### config.mk
export PLATFORM = sky130hd
export DESIGN_NAME = wiper_bank_ctrl
export DESIGN_NICKNAME = d
export VERILOG_FILES = /design/src/rtl/wb_pkg.sv /design/src/rtl/wb_regfile.sv /design/src/rtl/wb_nv_timer.sv /design/src/rtl/wb_wiper.sv /design/src/rtl/wiper_bank_ctrl.sv
export SDC_FILE = /design/constraint.sdc
export NUM_CORES = 1
export LEC_CHECK = 0
export ABC_AREA = 1
export BUFFER_PORTS_ARGS = -buffer_cell sky130_fd_sc_hd__buf_2
export CAP_MARGIN = 20
export CELL_PAD_IN_SITES_DETAIL_PLACEMENT = 0
export CELL_PAD_IN_SITES_GLOBAL_PLACEMENT = 1
export CORE_MARGIN = 1.5
export CORE_UTILIZATION = 41
export CTS_CLUSTER_SIZE = 30
export DETAILED_ROUTE_END_ITERATION = 8
export PLACE_DENSITY_LB_ADDON = 0.1
export SLEW_MARGIN = 20
export SYNTH_ARGS = -nofsm -noshare
export SYNTH_HDL_FRONTEND = slang
export SYNTH_SLANG_ARGS = --single-unit
### constraint.sdc
create_clock -name clk -period 4.05 [get_ports clk]
set_input_delay 0.2025 -clock clk [delete_from_list [all_inputs] [get_ports clk]]
set_output_delay 0.2025 -clock clk [all_outputs]
set_load 0.03 [all_outputs]
### src/rtl/wb_pkg.sv
package wb_pkg;

  localparam int CODE_W = 8;
  localparam int N_BANK = 4;
  localparam int N_SLOT = 4;
  localparam int N_ENT  = N_BANK * N_SLOT;
  localparam int BANK_W = $clog2(N_BANK);
  localparam int SLOT_W = $clog2(N_SLOT);
  localparam int ADDR_W = BANK_W + SLOT_W;
  localparam int N_TAP  = 1 << CODE_W;

  typedef enum logic [3:0] {
    OP_NOP        = 4'd0,
    OP_RD_WIPER   = 4'd1,
    OP_WR_WIPER   = 4'd2,
    OP_RD_DATA    = 4'd3,
    OP_WR_DATA    = 4'd4,
    OP_LOAD_WIPER = 4'd5,
    OP_SAVE_WIPER = 4'd6,
    OP_STEP_UP    = 4'd7,
    OP_STEP_DN    = 4'd8,
    OP_RD_STATUS  = 4'd9
  } wb_op_e;

  // One saturating step of the wiper code.
  function automatic logic [CODE_W-1:0] step_code(input logic [CODE_W-1:0] c,
                                                  input logic up);
    logic [CODE_W-1:0] r;
    if (up) r = (c == {CODE_W{1'b1}}) ? c : c + 1'b1;
    else    r = (c == '0)             ? c : c - 1'b1;
    return r;
  endfunction

  // Default store image: entry a holds (a*17) xor 80h.
  function automatic logic [N_ENT*CODE_W-1:0] default_image();
    logic [N_ENT*CODE_W-1:0] img;
    img = '0;
    for (int i = 0; i < N_ENT; i++) begin
      img[i*CODE_W +: CODE_W] = CODE_W'(i * 17) ^ CODE_W'(8'h80);
    end
    return img;
  endfunction

endpackage

### src/rtl/wb_regfile.sv
module wb_regfile #(
  parameter int N_ENT = 16,
  parameter int W     = 8,
  parameter logic [N_ENT*W-1:0] INIT = '0,
  localparam int AW = $clog2(N_ENT)
) (
  input  logic          clk,
  input  logic          rst_n,
  input  logic          we,
  input  logic [AW-1:0] waddr,
  input  logic [W-1:0]  wdata,
  input  logic [AW-1:0] raddr,
  output logic [W-1:0]  rdata,
  output logic [W-1:0]  head
);

  logic [W-1:0] mem [N_ENT];

  always_ff @(posedge clk or negedge rst_n) begin
    if (!rst_n) begin
      for (int e = 0; e < N_ENT; e++) mem[e] <= INIT[e*W +: W];
    end else if (we) begin
      mem[waddr] <= wdata;
    end
  end

  assign rdata = mem[raddr];
  assign head  = mem[0];

endmodule

### src/rtl/wb_nv_timer.sv
module wb_nv_timer #(
  parameter int CYCLES = 1000000,
  localparam int CW = $clog2(CYCLES + 1)
) (
  input  logic clk,
  input  logic rst_n,
  input  logic start,
  output logic busy
);

  logic [CW-1:0] cnt;

  always_ff @(posedge clk or negedge rst_n) begin
    if (!rst_n)          cnt <= '0;
    else if (start)      cnt <= CW'(CYCLES);
    else if (cnt != '0)  cnt <= cnt - 1'b1;
  end

  assign busy = (cnt != '0);

endmodule

### src/rtl/wb_wiper.sv
module wb_wiper #(
  parameter int W    = 8,
  parameter int RESP = 1000,
  localparam int SW = $clog2(RESP + 1),
  localparam int NT = 1 << W
) (
  input  logic          clk,
  input  logic          rst_n,
  input  logic          load,
  input  logic [W-1:0]  load_val,
  output logic [W-1:0]  wcr,
  output logic [W-1:0]  code,
  output logic [NT-1:0] tap,
  output logic [SW-1:0] settle
);

  always_ff @(posedge clk or negedge rst_n) begin
    if (!rst_n) begin
      wcr    <= '0;
      code   <= '0;
      settle <= '0;
    end else begin
      if (load) begin
        wcr    <= load_val;
        settle <= SW'(RESP);
      end else if (settle != '0) begin
        settle <= settle - 1'b1;
      end
      if (settle == SW'(1)) code <= wcr;
    end
  end

  for (genvar t = 0; t < NT; t++) begin : g_tap
    assign tap[t] = (code == W'(t));
  end

endmodule

### src/rtl/wiper_bank_ctrl.sv
module wiper_bank_ctrl #(
  parameter int NVW_CYCLES  = 1000000,
  parameter int RESP_CYCLES = 1000,
  parameter logic [wb_pkg::N_ENT*wb_pkg::CODE_W-1:0] INIT_IMAGE = wb_pkg::default_image()
) (
  input  logic         clk,
  input  logic         rst_n,
  input  logic         cmd_valid,
  input  logic [3:0]   cmd_op,
  input  logic [1:0]   cmd_bank,
  input  logic [1:0]   cmd_reg,
  input  logic [7:0]   cmd_data,
  input  logic         cs_rise,
  input  logic         wp_n,
  output logic         ready,
  output logic         rd_valid,
  output logic [7:0]   rd_data,
  output logic         busy,
  output logic [7:0]   wiper_code,
  output logic [255:0] tap_sel
);
  import wb_pkg::*;

  localparam int SW = $clog2(RESP_CYCLES + 1);

  wb_op_e op;
  assign op = wb_op_e'(cmd_op);

  logic go, bank0;
  logic [ADDR_W-1:0] addr;
  assign go    = cmd_valid && ready;
  assign bank0 = (cmd_bank == '0);
  assign addr  = {cmd_bank, cmd_reg};

  logic [CODE_W-1:0] rf_rdata, rf_head, wcr;
  logic [SW-1:0]     settle;

  // wiper load path
  logic              w_load;
  logic [CODE_W-1:0] w_val;
  logic              step_up_fire, step_dn_fire;
  assign step_up_fire = go && bank0 && (op == OP_STEP_UP);
  assign step_dn_fire = go && bank0 && (op == OP_STEP_DN);

  always_comb begin
    w_load = 1'b0;
    w_val  = wcr;
    if (!ready) begin
      w_load = 1'b1;
      w_val  = rf_head;
    end else if (go && bank0) begin
      unique case (op)
        OP_WR_WIPER:   begin w_load = 1'b1; w_val = cmd_data;            end
        OP_LOAD_WIPER: begin w_load = 1'b1; w_val = rf_rdata;            end
        OP_STEP_UP:    begin w_load = 1'b1; w_val = step_code(wcr, 1'b1); end
        OP_STEP_DN:    begin w_load = 1'b1; w_val = step_code(wcr, 1'b0); end
        default:       ;
      endcase
    end
  end

  // staging and commit of store writes
  logic              pend_v;
  logic [ADDR_W-1:0] pend_addr;
  logic [CODE_W-1:0] pend_data;
  logic              arm_fire, commit_fire, rf_we;

  assign arm_fire = go && !busy &&
                    ((op == OP_WR_DATA) || ((op == OP_SAVE_WIPER) && bank0));
  assign commit_fire = cs_rise && pend_v && wp_n && !busy;
  assign rf_we       = commit_fire;

  always_ff @(posedge clk or negedge rst_n) begin
    if (!rst_n) begin
      pend_v    <= 1'b0;
      pend_addr <= '0;
      pend_data <= '0;
    end else if (arm_fire) begin
      pend_v    <= 1'b1;
      pend_addr <= addr;
      pend_data <= (op == OP_WR_DATA) ? cmd_data : wcr;
    end else if (cs_rise) begin
      pend_v    <= 1'b0;
    end
  end

  // recall sequencing and read port
  always_ff @(posedge clk or negedge rst_n) begin
    if (!rst_n) begin
      ready    <= 1'b0;
      rd_valid <= 1'b0;
      rd_data  <= '0;
    end else begin
      ready    <= 1'b1;
      rd_valid <= 1'b0;
      if (go) begin
        unique case (op)
          OP_RD_DATA:   begin rd_valid <= 1'b1;  rd_data <= rf_rdata;              end
          OP_RD_STATUS: begin rd_valid <= 1'b1;  rd_data <= {{(CODE_W-1){1'b0}}, busy}; end
          OP_RD_WIPER:  begin rd_valid <= bank0; if (bank0) rd_data <= wcr;        end
          default:      ;
        endcase
      end
    end
  end

  wb_regfile #(.N_ENT(N_ENT), .W(CODE_W), .INIT(INIT_IMAGE)) u_rf (
    .clk(clk), .rst_n(rst_n), .we(rf_we), .waddr(pend_addr), .wdata(pend_data),
    .raddr(addr), .rdata(rf_rdata), .head(rf_head)
  );

  wb_nv_timer #(.CYCLES(NVW_CYCLES)) u_nvt (
    .clk(clk), .rst_n(rst_n), .start(commit_fire), .busy(busy)
  );

  wb_wiper #(.W(CODE_W), .RESP(RESP_CYCLES)) u_wip (
    .clk(clk), .rst_n(rst_n), .load(w_load), .load_val(w_val),
    .wcr(wcr), .code(wiper_code), .tap(tap_sel), .settle(settle)
  );

endmodule

==> impl_metrics.json, run 1 <==
{
  "post_cts_buffers": 0,
  "dpl_cell_area_sq_um": 12800,
  "synth-edff-count": 0,
  "drtAntennaViolNets": 0,
  "root_buffer": "clkbuf_16",
  "antenna_cells": 0,
  "vias": 11435,
  "hpwl_um": 28000,
  "post_drt_wl_per_cell_um": 18.1,
  "synth_top_family_by_area": "simple AND/OR/NAND/NOR gates",
  "fin_nets": 1841,
  "cts.sink_count": 197,
  "final_common_cell": "nor2_1",
  "synthMuxAreaShare_pct": 0,
  "initial_core_util_pct": 41.8,
  "power_density_nw_per_um2": 303,
  "cts_tree": "done",
  "rsz0062_at_grt": "no",
  "areaGrowthSynthToFinish_pct": 19.0,
  "p_leak_nw": 6.54,
  "drive_gt1_share_pct": 23.8,
  "synthAdderAreaFrac_pct": 0.446,
  "grt_start_max_net_pins": 106,
  "crit_top_cell": "nand3_1",
  "synth_xor_xnor_area_share_pct": 0.780,
  "drt_iter0_markers": 990,
  "finalSetupViolCount": 0,
  "syn-num-nets": 1608,
  "synth-seq-cells": 197,
  "synth_warnings": 0,
  "antenna_found_initial": 0,
  "setup_slack_ns": 1.44,
  "cp-end-kind": "flop",
  "clk_latency_ns": 0.44,
  "ys_seq_area_share_pct": 44.6,
  "rows": 60,
  "final_max_slew_viol_count": 0,
  "drtPass1Iterations": 8,
  "core_area_sq_um": 26900,
  "synth.avg_cell_area_sq_um": 7.09,
  "worstPathCellList": "inv_1, ha_1, nand3_1, nor3_1, nand3_1, nor2_1, nand4_1, o21ai_0",
  "dieArea_sq_um": 28400,
  "status": "finished, final reports clean",
  "cp.arrival_ns": 2.93,
  "cts_resized": 0,
  "finalInstanceArea_sq_um": 13400,
  "drcViolationCount": 0,
  "cts_buffer_depth": 2,
  "critical_path_class": "flop to flop",
  "min_path_type": "primary input to flop",
  "fin_crit_sh_pct": 64.5,
  "avgViaCountPerCell": 5.27,
  "clock.fmax_ghz": 0.383,
  "postSynth.asyncResetShare_pct": 100,
  "finClkSkew_ns": 0.0129,
  "synth_cells": 1583,
  "clk_pin_slew_ns": 0.08,
  "port_buffers": 295,
  "post-route-util_pct": 49.7,
  "layout_common_cells": "nor2_1 (418), nand2_1 (350), buf_2 (294), o21ai_0 (168), dfrtp_1 (133)",
  "ir_drop_mv": 0.173,
  "slew_headroom_pct": 30.4,
  "n_fill_cell": 2817,
  "min_period_ns": 2.61,
  "fp.dieW_um": 168,
  "synth-simple-area-share_pct": 31.2,
  "crit_path_top_delay_cell": "nand4_1",
  "cts_buffers": 17,
  "synth_cell_types": 43,
  "ctsHtreeMaxLevel": 4,
  "holdBufCountCts": 2,
  "grt_pass1_vias": 10299,
  "wl_um": 39300,
  "final_hold_viol_count": 0,
  "ys.flop_type": "dfrtp_1",
  "pin_count": 296,
  "synth_compound_gate_area_share_pct": 15.8,
  "routabilityCongestion": 0.905,
  "track_usage_pct": 27.4,
  "grt_overflow": 0,
  "tns_ns": 0,
  "startpoint_type": "flop",
  "worstPathRequired_ns": 4.37,
  "grt_first_pass_wirelength_um": 59800,
  "syn_area_sq_um": 11200,
  "crit_fanout": 25,
  "slowest_delay_ns": 0.73,
  "tightest_slew_ns": 1.04,
  "detailedPlace.worstSlack_ns": 1.48,
  "fp.dieH_um": 168,
  "max_cap_violations": 0
}
-- path summary, 6_finish.rpt --
kind	to	cells past startpoint	start	slack (ns)
hold / removal	u_wip.wcr[3]	5	cmd_data[3]	0.14
max in group asynchronous	u_rf.mem[16]	3	rst_n	2.64
min in group asynchronous	u_nvt.cnt[10]	2	rst_n	0.41
setup / recovery	pend_addr[1]	8	u_nvt.cnt[0]	1.44
setup reg to reg	pend_addr[1]	8	u_nvt.cnt[0]	1.44
hold reg to reg	u_nvt.cnt[15]	1	u_nvt.cnt[15]	0.47
-- through the flow --
step | cells | hold WS, ns | power [mW]
final | 2170 | 0.144 | 4.05
after global routing | 2170 | 0.152 | 4.21
after CTS | 2170 | 0.127 | 4.09
after detailed placement | 2136 | 0.361 | 2.44
after global placement | 2136 | 0.358 | 2.44
after floorplan | 1583 | -0.0931 | 2.28
-- where the power goes --
| group | leakage (nW) | total (mW) | switching (mW) | internal (mW) |
|---|---|---|---|---|
| logic | 3.82 | 0.370 | 0.264 | 0.106 |
| clock network | 0.281 | 1.65 | 0.831 | 0.818 |
| registers | 2.44 | 2.03 | 0.0338 | 2.00 |
| total | 6.54 | 4.05 | 1.13 | 2.92 |
-- cell usage after synthesis, types with 2 or more instances --
master | number | area [sq um]
a21oi_1 | 27 | 135
a22oi_1 | 7 | 52.6
a31oi_1 | 2 | 12.5
buf_1 | 3 | 11.3
buf_2 | 11 | 55.1
buf_6 | 10 | 113
clkbuf_1 | 64 | 240
dfrtp_1 | 133 | 3330
dfstp_2 | 64 | 1680
ha_1 | 4 | 50.1
inv_1 | 94 | 353
nand2_1 | 350 | 1310
nand2_2 | 2 | 12.5
nand2_4 | 10 | 113
nand3_1 | 49 | 245
nand3b_1 | 3 | 22.5
nand4_1 | 10 | 62.6
nor2_1 | 418 | 1570
nor2_2 | 4 | 25.0
nor2_4 | 3 | 33.8
nor3_1 | 7 | 35.0
o211ai_1 | 19 | 143
o21a_1 | 6 | 45.0
o21ai_0 | 168 | 841
o21ai_1 | 67 | 335
o21ai_2 | 13 | 114
o22ai_1 | 10 | 62.6
or2_2 | 2 | 12.5
xor2_1 | 9 | 78.8
-- sequential cells by signal, summed over array words and instances, names as in the netlist --
signal	flops
u_rf.head	8
u_wip.code	8
pend_addr	4
u_wip.settle	10
pend_data	8
rd_valid	1
ready	1
rd_data	8
u_wip.wcr	8
u_rf.mem	120
pend_v	1
u_nvt.cnt	20
-- layout make-up --
class	count	area (sq um)	share of cell area [%]
clock buffers	18	429	3.21
flip-flops and latches	197	5010	37.5
multi-input cells	1202	5420	40.6
well taps	341	427	3.19
inverters	95	357	2.67
clock inverters	14	138	1.03
repair buffers	303	1580	11.8
-- worst max-delay path, delay by kind of cell, from the launching register on --
family	cells	cell delay [ns]
AND/OR/NAND/NOR	5	1.34
AO/OA/AOI/OAI	1	0.47
flip-flops	1	0.39
adder cells (fa/ha/maj)	1	0.19
buffers and inverters	1	0.09
-- logic make-up (layout without fill, tap and decap cells) --
group           count (synthesis)  count (layout)
simple gates                  864             864
buf+inv                       184             430
fa+ha+maj                       4               4
flops                         197             197
other cells                     1               1
compound gates                323             323
xor+xnor                       10              10
-- metal layers --
metal  routed length, um  up-vias  global-route usage (%)
li1                    -     5529                       -
met5                   0        -                       0
met3                2410       65                    4.65
met4                 985        0                    9.55
met1               17800     5405                    38.0
met2               18000      436                    43.4
No activity file was read; power rests on OpenSTA's default activity.
==> run 2, diff against run 1 <==
--- a/config.mk
+++ b/config.mk
@@ -11,7 +11,7 @@
 export CELL_PAD_IN_SITES_DETAIL_PLACEMENT = 0
 export CELL_PAD_IN_SITES_GLOBAL_PLACEMENT = 1
 export CORE_MARGIN = 1.5
-export CORE_UTILIZATION = 41
+export CORE_UTILIZATION = 34
 export CTS_CLUSTER_SIZE = 30
 export DETAILED_ROUTE_END_ITERATION = 8
 export PLACE_DENSITY_LB_ADDON = 0.1
==> constraint.sdc (replaced) <==
create_clock -name clk -period 2.4 [get_ports clk]
set_input_delay 0.12 -clock clk [delete_from_list [all_inputs] [get_ports clk]]
set_output_delay 0.12 -clock clk [all_outputs]
set_load 0.03 [all_outputs]
==> run 2 against run 1 <==
  * Final cell count up 6.3%
  * Sequential share of layout area fell by 1.5 points
  * Flip-flop and latch count unchanged
  * Combinational power increased by 77%
  * Critical endpoint is now tap_sel[115]
  * Largest power group unchanged
==> impl_metrics.json, run 2 (same netlist as run 1, synthesis figures left out) <==
{
  "tns_ns": 0,
  "fp.dieW_um": 185,
  "antenna_cells": 0,
  "initial_core_util_pct": 34.5,
  "cp-end-kind": "output port",
  "p_int_mw": 5.16,
  "largest_register_ffs": 120,
  "status": "finished, final reports clean",
  "setup_slack_ns": 0.00291,
  "clk_latency_ns": 0.45,
  "rr_endpoint": "u_rf.mem[99]",
  "worstPathRequired_ns": 2.28,
  "grt_first_pass_wirelength_um": 61900,
  "drtAntennaViolNets": 0,
  "finClkSkew_ns": 0.0144,
  "p_leak_nw": 6.76,
  "drt_iter0_markers": 838,
  "min_period_ns": 2.40,
  "drive_gt1_share_pct": 26.7,
  "final_hold_viol_count": 0,
  "r2r_cells": 12,
  "slew_headroom_pct": 40.5,
  "worstPathCellList": "nor2_1, nand2_1, nor2_1, buf_2",
  "cts.sink_count": 197,
  "startpoint_type": "flop",
  "final_common_cell": "nor2_1",
  "crit_top_cell": "nor2_1",
  "drcViolationCount": 0,
  "grt_overflow": 0,
  "layout_common_cells": "nor2_1 (417), nand2_1 (325), buf_2 (294), o21ai_0 (168), dfrtp_1 (133)",
  "reg_top3": "u_rf.mem: 120 flops, u_nvt.cnt: 20 flops, u_wip.settle: 10 flops",
  "ir_drop_mv": 0.464,
  "detailedPlace.worstSlack_ns": 0.126,
  "avgViaCountPerCell": 4.94,
  "grt_start_max_net_pins": 78,
  "r2r-start": "u_nvt.cnt[0]",
  "cts_tree": "done",
  "max_cap_violations": 0,
  "fp.dieH_um": 185,
  "dieArea_sq_um": 34100,
  "final_cells": 2307,
  "hpwl_um": 30400,
  "tightest_slew_ns": 0.890,
  "cts_buffer_depth": 2,
  "grt_pass1_vias": 10244,
  "dp_cells": 2273,
  "fin_crit_sh_pct": 99.9,
  "routabilityCongestion": 0.825,
  "wl_um": 41800,
  "cts_buffers": 17,
  "rows": 66,
  "crit_fanout": 16,
  "slowest_delay_ns": 0.60,
  "cp.arrival_ns": 2.28,
  "port_buffers": 295,
  "pwr-share-seq_pct": 48.1,
  "critPathLaunch": "u_wip.code[2]",
  "post-route-util_pct": 42.8,
  "finalSetupViolCount": 0,
  "pin_count": 296,
  "final_max_slew_viol_count": 0,
  "min_path_type": "primary input to flop",
  "timing.hold.ws_ns": 0.0343,
  "rsz0062_at_grt": "yes",
  "antenna_found_initial": 0,
  "drtPass1Iterations": 5,
  "clock.fmax_ghz": 0.417,
  "switching_share_pct": 27.6,
  "root_buffer": "clkbuf_16",
  "regMostFlops": "u_rf.mem",
  "ff2ff_setup_slack_ns": 0.30,
  "switchingPower_mw": 1.96,
  "critPathCapture": "tap_sel[115]",
  "vias": 11387,
  "critical_path_class": "flop to output port",
  "post_drt_wl_per_cell_um": 18.1,
  "core_area_sq_um": 32500,
  "fin_nets": 1877,
  "power_frac_clock_pct": 42.6,
  "n_fill_cell": 3553,
  "clk_pin_slew_ns": 0.08,
  "track_usage_pct": 23.9,
  "crit_path_top_delay_cell": "nand2_1",
  "power_density_nw_per_um2": 512,
  "pwr-share-comb_pct": 9.2,
  "areaGrowthSynthToFinish_pct": 24.0,
  "ctsHtreeMaxLevel": 4
}
-- run 2: final cells by class --
type,count,area (sq um),area share [%]
multi-input cells,1202,5490,39.4
clock inverters,15,193,1.38
repair buffers,339,1900,13.6
inverters,95,357,2.56
clock buffers,17,425,3.06
flip-flops and latches,197,5010,36.0
well taps,442,553,3.97
-- run 2: repair_timing --
item | in CTS | in global routing
hold buffers | 2 | 0
hold endpoints to repair | 43 | 0
endpoints found under the setup margin | 0 | 143
gates resized for setup | 0 | 26
buffers inserted | 0 | 0
-- run 2: power by group through the flow --
stage | Sequential (mW) | Clock [mW] | Combinational (mW)
floorplan | 3.53 | 0 | 0.317
global placement | 3.49 | 0 | 0.659
detailed placement | 3.49 | 0 | 0.659
CTS | 3.43 | 3.11 | 0.664
global route | 3.44 | 3.23 | 0.738
finish | 3.43 | 3.04 | 0.656
-- run 2: how the worst min path moves through the flow --
stage                      from             to  slack, ns  cells after the start
global route        cmd_bank[1]   pend_addr[3]       0.06                      3
CTS                 cmd_bank[1]   pend_addr[3]      0.008                      3
global placement          rst_n   u_nvt.cnt[9]       0.20                      1
finish              cmd_bank[1]   pend_addr[3]       0.03                      3
detailed placement        rst_n  u_nvt.cnt[11]       0.20                      1
floorplan                 rst_n   pend_addr[0]      -0.18                      0
-- run 2: layer usage --
layer	global-route usage [%]	vias to the layer above	wire length [um]
met3	3.12	43	1940
met1	33.6	5403	19500
met4	5.59	0	545
li1	-	5618	-
met2	39.1	323	19800
met5	0	-	0
-- run 2: critical path, delay by kind of cell (launching register included) --
| family | cells | cell delay, ns |
|---|---|---|
| and+or+nand+nor | 3 | 1.14 |
| DFF | 1 | 0.45 |
| buffers and inverters | 1 | 0.24 |
-- run 2: stage by stage --
step / power [mW] / cell area [sq um]
6_report: 7.12 / 13900
5_1_grt: 7.40 / 13900
4_1_cts: 7.20 / 13900
3_5_place_dp: 4.15 / 13200
3_3_place_gp: 4.15 / 13200
2_1_floorplan: 3.85 / 11200
